===== src/rtl/rpt_dma_pkg.sv =====
package rpt_dma_pkg;

    typedef enum logic [1:0] {
        S_IDLE = 2'd0,
        S_RD   = 2'd1,
        S_WR   = 2'd2,
        S_DONE = 2'd3
    } dma_state_e;

    typedef struct packed {
        logic dec;
        logic word;
        logic dir;
        logic tie;
        logic rpt;
        logic en;
    } ctrl_t;

    localparam int CTRL_W = $bits(ctrl_t);

    localparam logic [1:0] SEL_MAR  = 2'd0;
    localparam logic [1:0] SEL_IOAR = 2'd1;
    localparam logic [1:0] SEL_CNT  = 2'd2;
    localparam logic [1:0] SEL_CTRL = 2'd3;

endpackage


===== src/rtl/rpt_dma_regs.sv =====
module rpt_dma_regs
    import rpt_dma_pkg::*;
#(
    parameter int ADDR_W = 24,
    parameter int IO_W   = 16,
    parameter int CNT_W  = 8
) (
    input  logic              clk,
    input  logic              rst_n,
    input  logic              cfg_we,
    input  logic [1:0]        cfg_sel,
    input  logic [ADDR_W-1:0] cfg_wdata,
    input  logic              upd,
    output logic [ADDR_W-1:0] mar,
    output logic [ADDR_W-1:0] io_addr,
    output ctrl_t             ctrl
);
    localparam int FILL_W = ADDR_W - IO_W;

    logic [ADDR_W-1:0] shadow;
    logic [IO_W-1:0]   ioar;
    logic [CNT_W-1:0]  cnt_hi;
    logic [CNT_W-1:0]  cnt_lo;
    logic [CNT_W-1:0]  cnt_dec;
    logic [ADDR_W-1:0] step;
    logic [ADDR_W-1:0] mar_step;

    assign io_addr  = {{FILL_W{1'b1}}, ioar};
    assign cnt_dec  = cnt_lo - CNT_W'(1);
    assign step     = ctrl.word ? ADDR_W'(2) : ADDR_W'(1);
    assign mar_step = ctrl.dec ? (mar - step) : (mar + step);

    always_ff @(posedge clk or negedge rst_n) begin
        if (!rst_n) begin
            mar    <= '0;
            shadow <= '0;
            ioar   <= '0;
            cnt_hi <= '0;
            cnt_lo <= '0;
            ctrl   <= '0;
        end else if (cfg_we) begin
            unique case (cfg_sel)
                SEL_MAR: begin
                    mar    <= cfg_wdata;
                    shadow <= cfg_wdata;
                end
                SEL_IOAR: ioar <= cfg_wdata[IO_W-1:0];
                SEL_CNT: begin
                    cnt_hi <= cfg_wdata[CNT_W-1:0];
                    cnt_lo <= cfg_wdata[CNT_W-1:0];
                end
                SEL_CTRL: ctrl <= ctrl_t'(cfg_wdata[CTRL_W-1:0]);
            endcase
        end else if (upd) begin
            if (cnt_dec == '0) begin
                cnt_lo <= cnt_hi;
                mar    <= shadow;
            end else begin
                cnt_lo <= cnt_dec;
                mar    <= mar_step;
            end
        end
    end

    // the last transfer of a round restores the count and the address
    p_reload_r6: assert property (@(posedge clk) disable iff (!rst_n)
        (upd && !cfg_we && cnt_lo == CNT_W'(1)) |=> (cnt_lo == cnt_hi && mar == shadow));

    // the saved start address changes only on a memory-address write
    p_shadow_r7: assert property (@(posedge clk) disable iff (!rst_n)
        !(cfg_we && cfg_sel == SEL_MAR) |=> $stable(shadow));

endmodule


===== src/rtl/rpt_dma_req.sv =====
module rpt_dma_req #(
    parameter int PEND_W = 4
) (
    input  logic clk,
    input  logic rst_n,
    input  logic dreq,
    input  logic active,
    input  logic take,
    output logic pend_nz
);
    localparam logic [PEND_W-1:0] PEND_MAX = {PEND_W{1'b1}};

    logic [PEND_W-1:0] pend;
    logic              inc;

    assign inc     = dreq && active && (pend != PEND_MAX || take);
    assign pend_nz = (pend != '0);

    always_ff @(posedge clk or negedge rst_n) begin
        if (!rst_n) begin
            pend <= '0;
        end else if (!active) begin
            pend <= '0;
        end else if (inc && !take) begin
            pend <= pend + PEND_W'(1);
        end else if (take && !inc) begin
            pend <= pend - PEND_W'(1);
        end
    end

    // a full queue stays full and never wraps to empty
    p_sat_r8: assert property (@(posedge clk) disable iff (!rst_n)
        (active && pend == PEND_MAX && !take) |=> (pend == PEND_MAX || !active));

    // the queue is empty one clock after the channel goes inactive
    p_drop_r1: assert property (@(posedge clk) disable iff (!rst_n)
        !active |=> !pend_nz);

endmodule


===== src/rtl/rpt_dma_fsm.sv =====
module rpt_dma_fsm
    import rpt_dma_pkg::*;
#(
    parameter int ADDR_W = 24,
    parameter int DATA_W = 16
) (
    input  logic              clk,
    input  logic              rst_n,
    input  logic              active,
    input  logic              pend_nz,
    input  logic              dir,
    input  logic              word,
    input  logic [ADDR_W-1:0] mar,
    input  logic [ADDR_W-1:0] io_addr,
    input  logic              bus_ready,
    input  logic [DATA_W-1:0] bus_rdata,
    output logic              take,
    output logic              upd,
    output logic              dack,
    output logic              bus_req,
    output logic              bus_we,
    output logic              bus_word,
    output logic [ADDR_W-1:0] bus_addr,
    output logic [DATA_W-1:0] bus_wdata
);
    dma_state_e        state, state_nx;
    logic [DATA_W-1:0] data_q;
    logic [ADDR_W-1:0] src_addr;
    logic [ADDR_W-1:0] dst_addr;

    assign src_addr = dir ? io_addr : mar;
    assign dst_addr = dir ? mar : io_addr;

    always_ff @(posedge clk or negedge rst_n) begin
        if (!rst_n) begin
            state <= S_IDLE;
        end else begin
            state <= state_nx;
        end
    end

    always_ff @(posedge clk or negedge rst_n) begin
        if (!rst_n) begin
            data_q <= '0;
        end else if (state == S_RD && bus_ready) begin
            data_q <= bus_rdata;
        end
    end

    always_comb begin
        state_nx = state;
        unique case (state)
            S_IDLE: if (active && pend_nz) state_nx = S_RD;
            S_RD:   if (bus_ready)         state_nx = S_WR;
            S_WR:   if (bus_ready)         state_nx = S_DONE;
            S_DONE:                        state_nx = S_IDLE;
        endcase
    end

    always_comb begin
        take      = 1'b0;
        upd       = 1'b0;
        dack      = 1'b0;
        bus_req   = 1'b0;
        bus_we    = 1'b0;
        bus_word  = word;
        bus_addr  = '0;
        bus_wdata = '0;
        unique case (state)
            S_IDLE: take = active && pend_nz;
            S_RD: begin
                bus_req  = 1'b1;
                bus_addr = src_addr;
            end
            S_WR: begin
                bus_req   = 1'b1;
                bus_we    = 1'b1;
                bus_addr  = dst_addr;
                bus_wdata = data_q;
            end
            S_DONE: begin
                upd  = 1'b1;
                dack = 1'b1;
            end
        endcase
    end

    // acknowledge follows the accepted write by one clock
    p_ack_r2: assert property (@(posedge clk) disable iff (!rst_n)
        (bus_req && bus_we && bus_ready) |=> dack);

    // no bus cycle during the acknowledge clock
    p_ack_quiet_r2: assert property (@(posedge clk) disable iff (!rst_n)
        dack |-> !bus_req);

    // a write is always preceded by an accepted read
    p_rd_first_r2: assert property (@(posedge clk) disable iff (!rst_n)
        $rose(bus_we) |-> $past(bus_req && !bus_we && bus_ready));

    // an inactive idle channel starts nothing
    p_idle_hold_r1: assert property (@(posedge clk) disable iff (!rst_n)
        (state == S_IDLE && !active) |=> !bus_req);

    // a stalled bus cycle holds its request, kind and address
    p_bus_hold_r11: assert property (@(posedge clk) disable iff (!rst_n)
        (bus_req && !bus_ready) |=> (bus_req && $stable(bus_we) && $stable(bus_addr)));

endmodule


===== src/rtl/rpt_dma_chan.sv =====
module rpt_dma_chan
    import rpt_dma_pkg::*;
#(
    parameter int ADDR_W = 24,
    parameter int IO_W   = 16,
    parameter int CNT_W  = 8,
    parameter int DATA_W = 16,
    parameter int PEND_W = 4
) (
    input  logic              clk,
    input  logic              rst_n,
    input  logic              cfg_we,
    input  logic [1:0]        cfg_sel,
    input  logic [ADDR_W-1:0] cfg_wdata,
    input  logic              dreq,
    output logic              dack,
    output logic              bus_req,
    output logic              bus_we,
    output logic              bus_word,
    output logic [ADDR_W-1:0] bus_addr,
    output logic [DATA_W-1:0] bus_wdata,
    input  logic [DATA_W-1:0] bus_rdata,
    input  logic              bus_ready
);
    localparam int FILL_W = ADDR_W - IO_W;

    ctrl_t             ctrl;
    logic [ADDR_W-1:0] mar;
    logic [ADDR_W-1:0] io_addr;
    logic              active;
    logic              pend_nz;
    logic              take;
    logic              upd;

    assign active = ctrl.en && ctrl.rpt && !ctrl.tie;

    rpt_dma_regs #(
        .ADDR_W(ADDR_W),
        .IO_W  (IO_W),
        .CNT_W (CNT_W)
    ) u_regs (
        .clk      (clk),
        .rst_n    (rst_n),
        .cfg_we   (cfg_we),
        .cfg_sel  (cfg_sel),
        .cfg_wdata(cfg_wdata),
        .upd      (upd),
        .mar      (mar),
        .io_addr  (io_addr),
        .ctrl     (ctrl)
    );

    rpt_dma_req #(
        .PEND_W(PEND_W)
    ) u_req (
        .clk    (clk),
        .rst_n  (rst_n),
        .dreq   (dreq),
        .active (active),
        .take   (take),
        .pend_nz(pend_nz)
    );

    rpt_dma_fsm #(
        .ADDR_W(ADDR_W),
        .DATA_W(DATA_W)
    ) u_fsm (
        .clk      (clk),
        .rst_n    (rst_n),
        .active   (active),
        .pend_nz  (pend_nz),
        .dir      (ctrl.dir),
        .word     (ctrl.word),
        .mar      (mar),
        .io_addr  (io_addr),
        .bus_ready(bus_ready),
        .bus_rdata(bus_rdata),
        .take     (take),
        .upd      (upd),
        .dack     (dack),
        .bus_req  (bus_req),
        .bus_we   (bus_we),
        .bus_word (bus_word),
        .bus_addr (bus_addr),
        .bus_wdata(bus_wdata)
    );

    // the I/O side of each cycle carries the all-ones upper byte
    p_io_top_r4: assert property (@(posedge clk) disable iff (!rst_n)
        (bus_req && (bus_we != ctrl.dir)) |-> (bus_addr[ADDR_W-1:IO_W] == {FILL_W{1'b1}}));

endmodule


===== config.mk =====
export PLATFORM = sky130hd
export DESIGN_NAME = rpt_dma_chan
export DESIGN_NICKNAME = d
export VERILOG_FILES = /design/src/rtl/rpt_dma_pkg.sv /design/src/rtl/rpt_dma_regs.sv /design/src/rtl/rpt_dma_req.sv /design/src/rtl/rpt_dma_fsm.sv /design/src/rtl/rpt_dma_chan.sv
export SDC_FILE = /design/constraint.sdc
export NUM_CORES = 1
export LEC_CHECK = 0
export CORE_UTILIZATION = 60
export CTS_BUF_LIST = sky130_fd_sc_hd__clkbuf_8
export DETAILED_ROUTE_END_ITERATION = 7
export GPL_ROUTABILITY_DRIVEN = 0
export PLACE_DENSITY_LB_ADDON = 0.1
export RECOVER_POWER = 50
export SLEW_MARGIN = 20
export SYNTH_ARGS = -nofsm -noshare
export SYNTH_HDL_FRONTEND = slang
export SYNTH_SLANG_ARGS = --single-unit

===== constraint.sdc =====
create_clock -name clk -period 8.5 [get_ports clk]
set_input_delay 2.125 -clock clk [delete_from_list [all_inputs] [get_ports clk]]
set_output_delay 2.125 -clock clk [all_outputs]
set_load 0.005 [all_outputs]

Yosys cells after proc, flatten, opt, wreduce, memory -nomap -nowiden --
Cells that the tools add are included.
Word-level totals: register bits 108, word-level logic and storage cells 82
Cells by class: $add $sub $neg 5, equality and inequality tests 13, mux-type cells 25, reductions and logical operators 25
Operators with widths (number):
- 24-bit 2-to-1 mux | 7
- 24-bit case mux with 2 select lines | 1
- 8-bit 2-to-1 mux | 4
- 24-bit adder | 1
- 24-bit subtractor | 1
- 16-bit 2-to-1 mux | 1
- 4-bit 2-to-1 mux | 3
- 2-bit AND reduction | 6
- 2-bit equality test, second input constant | 4
- 1-bit logical AND | 8
- 8-bit zero test | 1
- 2-bit 2-to-1 mux | 4
- 2-bit case mux with 4 select lines | 1
- 8-bit by 1-bit subtractor with 8-bit output, second input constant | 1
- 2-bit by 1-bit inequality test with 1-bit output, second input constant | 3
- 4-bit by 1-bit adder with 4-bit output, second input constant | 1
- 2-bit by 1-bit equality test with 1-bit output, second input constant | 2
- 2-bit zero test | 2
- 1-bit 2-to-1 mux | 4
- 2-bit inequality test, second input constant | 2
- 4-bit inequality test, second input constant | 1
- 4-bit nonzero test | 1
- 4-bit by 1-bit subtractor with 4-bit output, second input constant | 1
- 1-bit zero test | 3
- other kinds (5) | 5

Depth between registers and ports, before layout --
depth in word-level cells 11, gate-level depth with buffers 11

Modules after synthesis --
Synthesis repeated with hierarchy kept, for this count alone.
Second synthesis, totals: cells, all modules 776, area, all modules 7123.1 µm²
By module, submodules not included:
- rpt_dma_regs | times used 1, cells each 578, area an instance 5177.5 µm², seq. area each 2152.1 µm²
- rpt_dma_fsm | times used 1, cells each 162, area an instance 1601.5 µm², seq. area each 450.4 µm²
- rpt_dma_req | times used 1, cells each 35, area an instance 335.3 µm², seq. area each 100.1 µm²
- rpt_dma_chan | times used 1, cells each 1, area an instance 8.8 µm², seq. area each 0.0 µm²

Worst setup path after synthesis --
Ideal clock, no wire load.
path kind register to output, from reg u_fsm.state[1], to out bus_addr[21], data arrival time 1576 ps, data required time 6375 ps, slack 4799 ps, stages on the path, launching flop included 8, path buffers 2, path through dfrtp_1 inv_1 ha_1 clkbuf_1 clkbuf_1 nand2b_1 a21oi_1 nor3_1
Between the ends: cells in the longest elaborated chain, start to end 2, elaborated cells between the ends (all ways) 3
RTL lines:
- from (decl) | RTL line rpt_dma_fsm.sv:26 | dma_state_e state, state_nx;
- from (signal assigned) | RTL line rpt_dma_fsm.sv:38 | state <= state_nx;
- 2-bit equality test or 2-bit by 1-bit equality test with 1-bit output (tied branches) | RTL line rpt_dma_fsm.sv:69 | unique case (state)
- 24-bit case mux with 2 select lines (*) | RTL line rpt_dma_fsm.sv:69
- to (decl) | RTL line rpt_dma_chan.sv:20 | output logic [ADDR_W-1:0] bus_addr,
Every way passes the cells marked *; elsewhere a longest branch is shown, timed or not.

Worst setup path in the final report --
from in cfg_we, to reg u_regs.mar[20]
Between the ends: cells in the longest elaborated chain, start to end 2, elaborated cells between the ends (all ways) 4
RTL lines:
- from (decl) | RTL line rpt_dma_chan.sv:12 | input logic cfg_we,
- 2-bit by 1-bit inequality test with 1-bit output (no source line) or 2-bit nonzero test (tied branches)
- 2-bit AND reduction (no source line)
- to (signal assigned) | RTL line rpt_dma_regs.sv:44 | mar <= cfg_wdata;
- to (signal assigned) | RTL line rpt_dma_regs.sv:57 | mar <= shadow;
- to (signal assigned) | RTL line rpt_dma_regs.sv:60 | mar <= mar_step;
- to (decl) | RTL line rpt_dma_regs.sv:14 | output logic [ADDR_W-1:0] mar,
Parallel ways exist; a longest one is shown, timed or not. A chain may end at the register's enable or synchronous reset.

==> reports/results.ini <==
[place]
port_buffers=90
dp_slack_ps=3230
hpwl_mm=13.8
place_area_um2=7950

[clock_network]
cts_tree=built
clock-root-buffer=clkbuf_8
cts_hold_buffers=0
cts_resized=0
htree_levels=3
cts_sinks=108
clk_pin_slew_ps=110
cts_setup_buffers=0
clock_latency_ps=380
cts_buffers=9
cts_buffer_depth=2

[logic_synthesis]
syn-cell-area_um2=7010
synth_nets=827
synth-edff-count=0
synth_seq_area_share_pct=38.5
synth-main-ff-cell=dfrtp_1
syn_avg_cell_area_um2=9.40
ys_ff_latch=108
async_flop_share_pct=100
postSynthCellCount=746
yosysWarnings=0
synth_cell_types=60

[timing]
min_period_over_period_pct=74.4
worst_slack_ps=2170
final.setup.tns_ps=0
slew_headroom_pct=-109
worst_pin_slew_ps=3130
finalHoldViolations=0
setup_viol=0
max_freq_ghz=0.158
period_minus_slack_ps=6330
rsz0062_at_grt=false
clock_skew_ps=13.4
slew_viol_final=90
whs_ps=497

[route]
dr.first_iter.drc_count=624
drtPass1Iterations=5
drt-vias-per-instance=6.63
wl_per_cell_um=20.1
vias=6335
wl_mm=19.2
drc=0
postRouteAntennaNets=0

[critical_path]
slowest_delay_ps=1170
cp_num_cells=9
cp_top_family=buffers and inverters
worst_path_max_delay_cell=clkinv_1
critical_path_arrival_ps=6590
startpoint_type=input pin
crit_fanout=32
cp-end-kind=flop
crit_buf_inv=4
required_ps=8760
crit_chain=dlygate4sd3_1 -> clkbuf_1 -> clkinv_1 -> nor3_4 -> buf_4 -> or2_2 -> nand2_1 -> a31oi_1 -> o22ai_1
worst_r2r_path_depth=8
path_class=in -> reg

[die]
die_area_um2=12100
num_rows=39
pin_count=91
coreArea_um2=11400
die_x_um=110
initial_utilization_pct=61.4
die_height_um=110

[min_path]
hold_class=reg -> reg
hold_path_depth=1

[grt]
grt-ovfl-total=0
grt_pass1_vias=5778
grt_max_degree=59
grt_pass1_wl_mm=29.8
grt_use_total_pct=32.5
antenna_found_initial=0

[pwr]
peakVddDrop_v=0.000191
leakagePower_nw=3.29
design_power_total_mw=2.88
powerDensity_nw_per_um2=353

[cells_and_area]
area.growth.synth_to_final_pct=16.2
fin_area_um2=8150
layout-drive-gt1-share_pct=12.4
insertedDiodeCount=0
nNetsFinal=888

[run]
drv_cap=2

[run_status]
violations=max-capacitance violations, max-slew violations
status=finished, violations left

[state kept, by name, indices dropped and copies added (netlist names)]
signal and flops:
u_regs.cnt_lo 8, u_req.pend 4, u_regs.cnt_hi 8, u_regs.ctrl 6
u_regs.ioar 16, u_fsm.data_q 16, u_regs.mar 24, u_regs.shadow 24
u_fsm.state 2
[stage by stage]
| step | std cells | util [%] |
|---|---|---|
| global placement | 939 | 69.6 |
| CTS | 955 | 71.4 |
| finish | 955 | 71.4 |
| detailed placement | 939 | 69.6 |
| floorplan | 746 | - |
| global route | 955 | 71.4 |
[cells in the mapped netlist, types with 3 or more instances]
| library cell | number | area, um^2 |
|---|---|---|
| dfrtp_1 | 108 | 2700 |
| mux2_2 | 63 | 709 |
| nor2_1 | 58 | 218 |
| nand2_1 | 54 | 203 |
| a21oi_1 | 53 | 265 |
| o21ai_0 | 52 | 260 |
| clkbuf_1 | 42 | 158 |
| ha_1 | 32 | 400 |
| a211oi_1 | 24 | 180 |
| and2_1 | 20 | 125 |
| a221oi_1 | 18 | 158 |
| a22oi_1 | 18 | 135 |
| inv_1 | 17 | 63.8 |
| xor2_1 | 15 | 131 |
| nand3_1 | 12 | 60.1 |
| a31oi_1 | 10 | 62.6 |
| o211ai_1 | 9 | 67.6 |
| o21a_1 | 8 | 60.1 |
| a21o_1 | 7 | 52.6 |
| and3_1 | 7 | 43.8 |
| nor2b_1 | 7 | 43.8 |
| nor3_1 | 7 | 35.0 |
| o21ai_1 | 7 | 35.0 |
| or3_1 | 7 | 43.8 |
| xnor2_1 | 7 | 61.3 |
| o22ai_1 | 6 | 37.5 |
| o31ai_1 | 6 | 45.0 |
| nand3b_1 | 5 | 37.5 |
| o221ai_1 | 5 | 43.8 |
| a221oi_2 | 4 | 60.1 |
| o22a_1 | 4 | 35.0 |
| or2_2 | 4 | 25.0 |
| a221o_1 | 3 | 30.0 |
| buf_6 | 3 | 33.8 |
| mux2i_1 | 3 | 30.0 |
| nand2b_1 | 3 | 18.8 |
| o31a_1 | 3 | 26.3 |
[metal layers]
metal	up-vias	global-route usage, %	wire, um
li1	2898	-	-
met1	3037	46.7	8420
met2	365	49.6	8570
met3	35	7.11	1860
met4	0	8.55	296
met5	-	0	0
[layout by cell type, fill, tap and decap left out, types with 3 or more instances in the layout]
| master | count |
|---|---|
| nor2b_1 | 7 |
| nor3_1 | 7 |
| nand2_1 | 54 |
| a221o_1 | 3 |
| clkbuf_8 | 9 |
| a221oi_1 | 18 |
| o21ai_1 | 6 |
| o21a_1 | 8 |
| o31a_1 | 3 |
| mux2i_1 | 3 |
| clkdlybuf4s50_1 | 87 |
| inv_1 | 17 |
| mux2_2 | 63 |
| ha_1 | 32 |
| buf_4 | 7 |
| dfrtp_1 | 107 |
| o22a_1 | 4 |
| xnor2_1 | 7 |
| a221oi_2 | 4 |
| or2_2 | 4 |
| o31ai_1 | 6 |
| a21oi_1 | 53 |
| nand2b_1 | 3 |
| o221ai_1 | 5 |
| xor2_1 | 15 |
| a22oi_1 | 18 |
| nand3_1 | 12 |
| a31oi_1 | 10 |
| o22ai_1 | 6 |
| and2_1 | 20 |
| inv_6 | 3 |
| and3_1 | 7 |
| o21ai_0 | 53 |
| o211ai_1 | 9 |
| nor2_1 | 58 |
| a211oi_1 | 24 |
| or3_1 | 7 |
| a21o_1 | 7 |
| nand3b_1 | 5 |
[power breakdown]
group,switching (mW),leakage [nW],internal (mW)
sequential,0.201,1.28,0.681
combinational,0.888,1.91,0.773
clock,0.192,0.103,0.141
[cell type report]
class / count / area (um^2)
Tap cell: 143 / 179
Multi-Input combinational cell: 571 / 4040
Timing Repair Buffer: 98 / 951
Clock buffer: 9 / 124
Inverter: 19 / 71.3
Clock inverter: 7 / 80.1
Fill cell: 858 / 3270
Sequential cell: 108 / 2700
[cell families after synthesis]
logic type	count (synthesis)	synth area share [%]
flops	108	38.5
simple gates	197	13.9
xor+xnor	22	2.75
compound gates	252	24.0
mux	66	10.5
buf+inv	67	3.94
fa+ha+maj	34	6.28
[final timing paths]
check / from / endpoint / slack (ps)
worst max-delay path: cfg_we / u_regs.mar[20] / 2170
worst min-delay path: u_regs.cnt_hi[1] / u_regs.cnt_hi[1] / 500
worst max register to register: u_regs.ctrl[5] / u_regs.mar[22] / 4980
worst min register to register: u_regs.cnt_hi[1] / u_regs.cnt_hi[1] / 500
max in group asynchronous: rst_n / u_regs.ctrl[3] / 3750
min in group asynchronous: rst_n / u_req.pend[3] / 2770
(Power assumes the default switching activity.)
